$ cat config.mk
export PLATFORM = sky130hd
export DESIGN_NAME = opnd_agen
export DESIGN_NICKNAME = d
export VERILOG_FILES = /design/src/rtl/opnd_agen_pkg.sv /design/src/rtl/opnd_agen_ea.sv /design/src/rtl/opnd_agen_seq.sv /design/src/rtl/opnd_agen.sv
export SDC_FILE = /design/constraint.sdc
export NUM_CORES = 1
export LEC_CHECK = 0
export BUFFER_PORTS_ARGS = -buffer_cell sky130_fd_sc_hd__buf_2
export CAP_MARGIN = 20
export CORE_MARGIN = 2
export CORE_UTILIZATION = 30
export CTS_BUF_LIST = sky130_fd_sc_hd__clkbuf_4 sky130_fd_sc_hd__clkbuf_8
export DETAILED_ROUTE_END_ITERATION = 8
export PLACE_DENSITY = 0.47
export REMOVE_ABC_BUFFERS = 1
export SLEW_MARGIN = 15
export SYNTH_ARGS = -nofsm -noshare
export SYNTH_HDL_FRONTEND = slang
export SYNTH_SLANG_ARGS = --single-unit
$ cat constraint.sdc
create_clock -name clk -period 15.3 [get_ports clk]
set_input_delay 1.53 -clock clk [delete_from_list [all_inputs] [get_ports clk]]
set_output_delay 1.53 -clock clk [all_outputs]
set_load 0.01 [all_outputs]
$ cat src/rtl/opnd_agen_pkg.sv
package opnd_agen_pkg;

    // Addressing-mode codes; codes 10..15 fall back to register mode.
    typedef enum logic [3:0] {
        AM_REG   = 4'd0,
        AM_IMM   = 4'd1,
        AM_DISP  = 4'd2,
        AM_RIND  = 4'd3,
        AM_INDEX = 4'd4,
        AM_ABS   = 4'd5,
        AM_MIND  = 4'd6,
        AM_AINC  = 4'd7,
        AM_ADEC  = 4'd8,
        AM_SCALE = 4'd9
    } amode_e;

    // Sequencer states.
    typedef enum logic [2:0] {
        ST_IDLE = 3'd0,
        ST_RD1  = 3'd1,
        ST_WT1  = 3'd2,
        ST_RD2  = 3'd3,
        ST_WT2  = 3'd4,
        ST_DONE = 3'd5
    } seq_e;

endpackage

$ cat src/rtl/opnd_agen_ea.sv
// Effective-address and base-update computation (purely combinational).
module opnd_agen_ea
    import opnd_agen_pkg::*;
#(
    parameter int DW = 32
) (
    input  logic [3:0]    mode,
    input  logic [1:0]    size,
    input  logic [DW-1:0] base_val,
    input  logic [DW-1:0] index_val,
    input  logic [DW-1:0] disp,
    input  logic [DW-1:0] imm,
    output logic          use_mem,
    output logic          chain,
    output logic          upd_en,
    output logic [DW-1:0] upd_val,
    output logic [DW-1:0] mem_ad,
    output logic [DW-1:0] direct_val
);

    localparam logic [DW-1:0] ONE = DW'(1);

    logic [DW-1:0] step;
    logic [DW-1:0] scaled_idx;
    logic [DW-1:0] dec_base;

    always_comb begin
        step       = ONE << size;
        scaled_idx = index_val << size;
        dec_base   = base_val - step;
    end

    always_comb begin
        use_mem    = 1'b1;
        chain      = 1'b0;
        upd_en     = 1'b0;
        upd_val    = base_val;
        mem_ad     = base_val;
        direct_val = base_val;
        case (mode)
            AM_IMM: begin
                use_mem    = 1'b0;
                direct_val = imm;
            end
            AM_DISP: begin
                mem_ad = disp + base_val;
            end
            AM_RIND: begin
                mem_ad = base_val;
            end
            AM_INDEX: begin
                mem_ad = base_val + index_val;
            end
            AM_ABS: begin
                mem_ad = disp;
            end
            AM_MIND: begin
                mem_ad = base_val;
                chain  = 1'b1;
            end
            AM_AINC: begin
                mem_ad  = base_val;
                upd_en  = 1'b1;
                upd_val = base_val + step;
            end
            AM_ADEC: begin
                mem_ad  = dec_base;
                upd_en  = 1'b1;
                upd_val = dec_base;
            end
            AM_SCALE: begin
                mem_ad = disp + base_val + scaled_idx;
            end
            default: begin
                // register mode and unused codes
                use_mem    = 1'b0;
                direct_val = base_val;
            end
        endcase
    end

endmodule

$ cat src/rtl/opnd_agen_seq.sv
// Request sequencer: accept, one or two memory reads, done with writeback.
module opnd_agen_seq
    import opnd_agen_pkg::*;
#(
    parameter int DW  = 32,
    parameter int RAW = 4
) (
    input  logic           clk,
    input  logic           rst_n,
    input  logic           req_valid,
    input  logic [RAW-1:0] req_rb,
    input  logic [DW-1:0]  first_val,
    input  logic           use_mem,
    input  logic           chain,
    input  logic           upd_en,
    input  logic [DW-1:0]  upd_val,
    input  logic [DW-1:0]  mem_ad,
    input  logic [DW-1:0]  direct_val,
    input  logic [DW-1:0]  mem_rdata,
    output logic           busy,
    output logic           mem_re,
    output logic [DW-1:0]  mem_addr,
    output logic           out_valid,
    output logic [DW-1:0]  out_operand,
    output logic [DW-1:0]  out_base,
    output logic           rf_we,
    output logic [RAW-1:0] rf_waddr,
    output logic [DW-1:0]  rf_wdata
);

    typedef struct packed {
        seq_e           st;
        logic           chain;
        logic           upd_en;
        logic [RAW-1:0] wreg;
        logic [DW-1:0]  addr;
        logic [DW-1:0]  opnd;
        logic [DW-1:0]  base;
        logic [DW-1:0]  upd;
    } sq_t;

    sq_t sq_d, sq_q;

    always_comb begin
        sq_d = sq_q;
        case (sq_q.st)
            ST_IDLE: begin
                if (req_valid) begin
                    sq_d.chain  = chain;
                    sq_d.upd_en = upd_en;
                    sq_d.wreg   = req_rb;
                    sq_d.addr   = mem_ad;
                    sq_d.opnd   = direct_val;
                    sq_d.base   = first_val;
                    sq_d.upd    = upd_val;
                    sq_d.st     = use_mem ? ST_RD1 : ST_DONE;
                end
            end
            ST_RD1: sq_d.st = ST_WT1;
            ST_WT1: begin
                if (sq_q.chain) begin
                    sq_d.addr = mem_rdata;
                    sq_d.st   = ST_RD2;
                end else begin
                    sq_d.opnd = mem_rdata;
                    sq_d.st   = ST_DONE;
                end
            end
            ST_RD2: sq_d.st = ST_WT2;
            ST_WT2: begin
                sq_d.opnd = mem_rdata;
                sq_d.st   = ST_DONE;
            end
            ST_DONE: sq_d.st = ST_IDLE;
            default: sq_d.st = ST_IDLE;
        endcase
    end

    always_ff @(posedge clk) begin
        if (!rst_n) begin
            sq_q <= '{st: ST_IDLE, default: '0};
        end else begin
            sq_q <= sq_d;
        end
    end

    always_comb begin
        busy        = (sq_q.st != ST_IDLE);
        mem_re      = (sq_q.st == ST_RD1) || (sq_q.st == ST_RD2);
        mem_addr    = sq_q.addr;
        out_valid   = (sq_q.st == ST_DONE);
        out_operand = sq_q.opnd;
        out_base    = sq_q.base;
        rf_we       = (sq_q.st == ST_DONE) && sq_q.upd_en;
        rf_waddr    = sq_q.wreg;
        rf_wdata    = sq_q.upd;
    end

endmodule

$ cat src/rtl/opnd_agen.sv
module opnd_agen
    import opnd_agen_pkg::*;
#(
    parameter  int DW  = 32,
    parameter  int RN  = 16,
    localparam int RAW = (RN > 1) ? $clog2(RN) : 1
) (
    input  logic           clk,
    input  logic           rst_n,
    input  logic           req_valid,
    input  logic [3:0]     req_mode,
    input  logic [1:0]     req_size,
    input  logic [RAW-1:0] req_ra,
    input  logic [RAW-1:0] req_rb,
    input  logic [RAW-1:0] req_rx,
    input  logic [DW-1:0]  req_disp,
    input  logic [DW-1:0]  req_imm,
    output logic           busy,
    output logic [RAW-1:0] rf_ra_addr,
    output logic [RAW-1:0] rf_rb_addr,
    output logic [RAW-1:0] rf_rx_addr,
    input  logic [DW-1:0]  rf_ra_data,
    input  logic [DW-1:0]  rf_rb_data,
    input  logic [DW-1:0]  rf_rx_data,
    output logic           rf_we,
    output logic [RAW-1:0] rf_waddr,
    output logic [DW-1:0]  rf_wdata,
    output logic           mem_re,
    output logic [DW-1:0]  mem_addr,
    input  logic [DW-1:0]  mem_rdata,
    output logic           out_valid,
    output logic [DW-1:0]  out_operand,
    output logic [DW-1:0]  out_base
);

    logic          ea_use_mem;
    logic          ea_chain;
    logic          ea_upd_en;
    logic [DW-1:0] ea_upd_val;
    logic [DW-1:0] ea_mem_ad;
    logic [DW-1:0] ea_direct;

    assign rf_ra_addr = req_ra;
    assign rf_rb_addr = req_rb;
    assign rf_rx_addr = req_rx;

    opnd_agen_ea #(
        .DW(DW)
    ) u_ea (
        .mode      (req_mode),
        .size      (req_size),
        .base_val  (rf_rb_data),
        .index_val (rf_rx_data),
        .disp      (req_disp),
        .imm       (req_imm),
        .use_mem   (ea_use_mem),
        .chain     (ea_chain),
        .upd_en    (ea_upd_en),
        .upd_val   (ea_upd_val),
        .mem_ad    (ea_mem_ad),
        .direct_val(ea_direct)
    );

    opnd_agen_seq #(
        .DW (DW),
        .RAW(RAW)
    ) u_seq (
        .clk        (clk),
        .rst_n      (rst_n),
        .req_valid  (req_valid),
        .req_rb     (req_rb),
        .first_val  (rf_ra_data),
        .use_mem    (ea_use_mem),
        .chain      (ea_chain),
        .upd_en     (ea_upd_en),
        .upd_val    (ea_upd_val),
        .mem_ad     (ea_mem_ad),
        .direct_val (ea_direct),
        .mem_rdata  (mem_rdata),
        .busy       (busy),
        .mem_re     (mem_re),
        .mem_addr   (mem_addr),
        .out_valid  (out_valid),
        .out_operand(out_operand),
        .out_base   (out_base),
        .rf_we      (rf_we),
        .rf_waddr   (rf_waddr),
        .rf_wdata   (rf_wdata)
    );

endmodule

==> out/metrics.cfg <==
[worst_setup_path]
worst_path_largest_cell_delay_ns=0.54
critPathSlowestCell=nor3b_1
path_class=in -> reg
startpoint_type=input pin
cp-end-kind=flop
cp_data_arrival_time_ns=6.68
cp_max_fo=8
cp_data_required_time_ns=15.67
crit_chain=buf_2, ha_1, fa_1, a211o_1, a21oi_1, a211oi_1, o21ai_1, a21oi_1, nor3_1, nor2_1, ha_1, o21a_1, o211ai_1, or4_1, o21ai_0, nor3b_1, mux2i_1, o221ai_1, a211o_1, a41o_1

[route]
num_vias=16600
top_layer=met4
drcViolationCount=0
ant_nets=0
wl_per_cell_microns=23.7
wirelength_mm=68.7
wl_met3_mm=4.47
drtIter0Drc=1328
post_drt_via_cell_ratio=5.72
wl_met2_mm=31.1
met1_length_mm=31.7
drtPass1Iterations=8

[clocking]
cts_hold_buffers=0
htree_levels=4
clkLatencyLatePin_ns=0.49
postCtsSetupBuffers=0
cts-resized-gates=0
cts_max_path_buffers=2
cts_tree=done
cts.sinks=137
clkTransAtPathRegs_ns=0.08
cts_root_buf=clkbuf_8
numCtsBuffers=17

[layout]
areaGrowthSynthToFinish_pct=10.3
regArea_sq_um=2740
instances_no_fill=2906
fill_cells=5652
multi_input_area_sq_um=11200
mostFrequentLayoutCells=buf_2 (344), nand2_1 (224), a21oi_1 (221), nor2_1 (152), dfxtp_1 (137)
stdcell_area_sq_um=17300
fin_nets=2526
final_common_cell=buf_2
layout-drive-gt1-share_pct=22.5

[die]
die_y_microns=233
pin_count=361
row_count=83
start_util_pct=30.5
die_w_microns=233
core_sq_um=51500
die_area_sq_um=54100

[grt]
grt_util_all_layers_pct=24.6
grt_pass1_wl_mm=101
antenna_found_initial=6
grt-ovfl-total=0
grt_pass1_vias=15800
grt_max_degree=81

[sta]
hold-worst-slack_ns=0.450
finalClockSkew_ns=0.0130
finalHoldViolCount=0
fin_crit_ns=6.31
final.period_utilization_pct=41.2
grt_setup_unrepaired=false
fin_setup_tns_ns=0
slew_viol_final=0
tightest_slew_ns=1.06
timing.fmax_mhz=159
finalSetupViolations=0
relSlewSlack_pct=29.3

[synthesis]
yosys.area_share.simple_pct=18.9
ys_ff_latch=137
synth_edf_count=0
async_flop_share_pct=0
syn_area_sq_um=15700
synth_compound_area_share_pct=30.9
synth-xor-area-share_pct=6.03
yosys_warnings=0
yosysSeqAreaShare_pct=17.5
ys.flop_type=dfxtp_1
synth_cell_types=83
avgSynthCellArea_sq_um=7.43
synthMuxAreaShare_pct=6.61
synth_top_family_by_area=compound AO/OA/AOI/OAI gates
syn_inst=2110
synthAdderAreaFrac_pct=8.69

[pwr]
p_leak_uw=0.00723
power.density_nw_per_um2=89.9
peakVddDrop_mv=0.0558

[min_path]
hp-class=reg -> reg

[run]
cap_violations=0

[place]
hpwl_mm=53.7
dpl_cell_area_sq_um=16900
place_congestion=0.949
placedCellCount=2867
numPortBuffers=344

[outcome]
status=finished, final reports clean

==> cell families (layout without fill, tap and decap cells) <==
family | count (synthesis) | after routing
DFF | 137 | 137
and+or+nand+nor | 628 | 628
xor gates and xnor gates | 108 | 108
muxes | 70 | 70
adders and majority gates | 106 | 106
buffers and inverters | 326 | 436
other | 0 | 6
AOI/OAI and AO/OA | 735 | 735
==> cell type report <==
type | count | area share, %
multi-input cells | 1647 | 64.9
flip-flops and latches | 137 | 15.9
repair buffers | 369 | 11.0
well taps | 680 | 4.92
clock buffers | 18 | 1.43
clock inverters | 14 | 0.991
inverters | 35 | 0.767
diodes | 6 | 0.0868
==> synthesized netlist by cell type (16+ instances only) <==
master	n	area [sq um]
a211o_1	18	158
a211oi_1	62	465
a21o_1	50	375
a21oi_1	223	1120
a221oi_1	22	193
a22oi_1	41	308
a31oi_1	17	106
buf_4	144	1080
clkbuf_1	132	495
dfxtp_1	137	2740
ha_1	101	1260
inv_1	35	131
mux2_2	29	327
mux2i_1	17	170
mux4_2	24	541
nand2_1	225	845
nand2b_1	20	125
nand3_1	50	250
nand4_1	16	100
nor2_1	155	582
nor2b_1	21	131
nor3_1	45	225
o211ai_1	21	158
o21a_1	26	195
o21ai_0	124	621
o31ai_1	18	135
xnor2_1	56	490
xor2_1	52	455
==> critical path: cells and delay by family <==
kind	cells	cell delay, ns
AO/OA/AOI/OAI	11	2.66
adder cells (fa/ha/maj)	3	1.06
buffers and inverters	1	0.13
multiplexers	1	0.27
AND/OR/NAND/NOR	4	1.02
==> power breakdown <==
part           switching, uW  total [uW]  internal, uW
combinational            497         796           299
clock                    166         332           166
sequential              25.2         426           401
total                    688        1550           867
==> worst paths after layout <==
| check | from | endpoint | slack (ns) | depth (start not counted) |
|---|---|---|---|---|
| setup / recovery | rf_rb_data[0] | u_seq.mem_addr[26] | 8.99 | 20 |
| hold / removal | u_seq.rf_wdata[17] | u_seq.rf_wdata[17] | 0.45 | 2 |
| setup reg to reg | u_seq.sq_q[136] | u_seq.mem_addr[23] | 12.25 | 9 |
| hold reg to reg | u_seq.rf_wdata[17] | u_seq.rf_wdata[17] | 0.45 | 2 |
==> stage by stage <==
stage | util, % | worst slack (ns) | total power (uW)
after floorplan | - | 9.45 | 930
after global placement | 32.7 | 8.69 | 1220
after detailed placement | 32.7 | 8.61 | 1220
after CTS | 33.5 | 9.12 | 1560
after global routing | 33.6 | 8.50 | 1660
final | 33.6 | 8.99 | 1550
==> flip-flops by register name (all words and copies together) (netlist names) <==
| signal | count |
|---|---|
| u_seq.sq_q | 5 |
| u_seq.mem_addr | 32 |
| u_seq.rf_waddr | 4 |
| u_seq.rf_wdata | 32 |
| u_seq.out_base | 32 |
| u_seq.out_operand | 32 |
==> metal layers <==
metal / vias up / global-route usage, %
li1: 7850 / -
met1: 8076 / 34.2
met2: 621 / 39.6
met3: 71 / 3.62
met4: 0 / 6.51
met5: - / 0
Note: power is estimated with default switching activity, not from simulation.
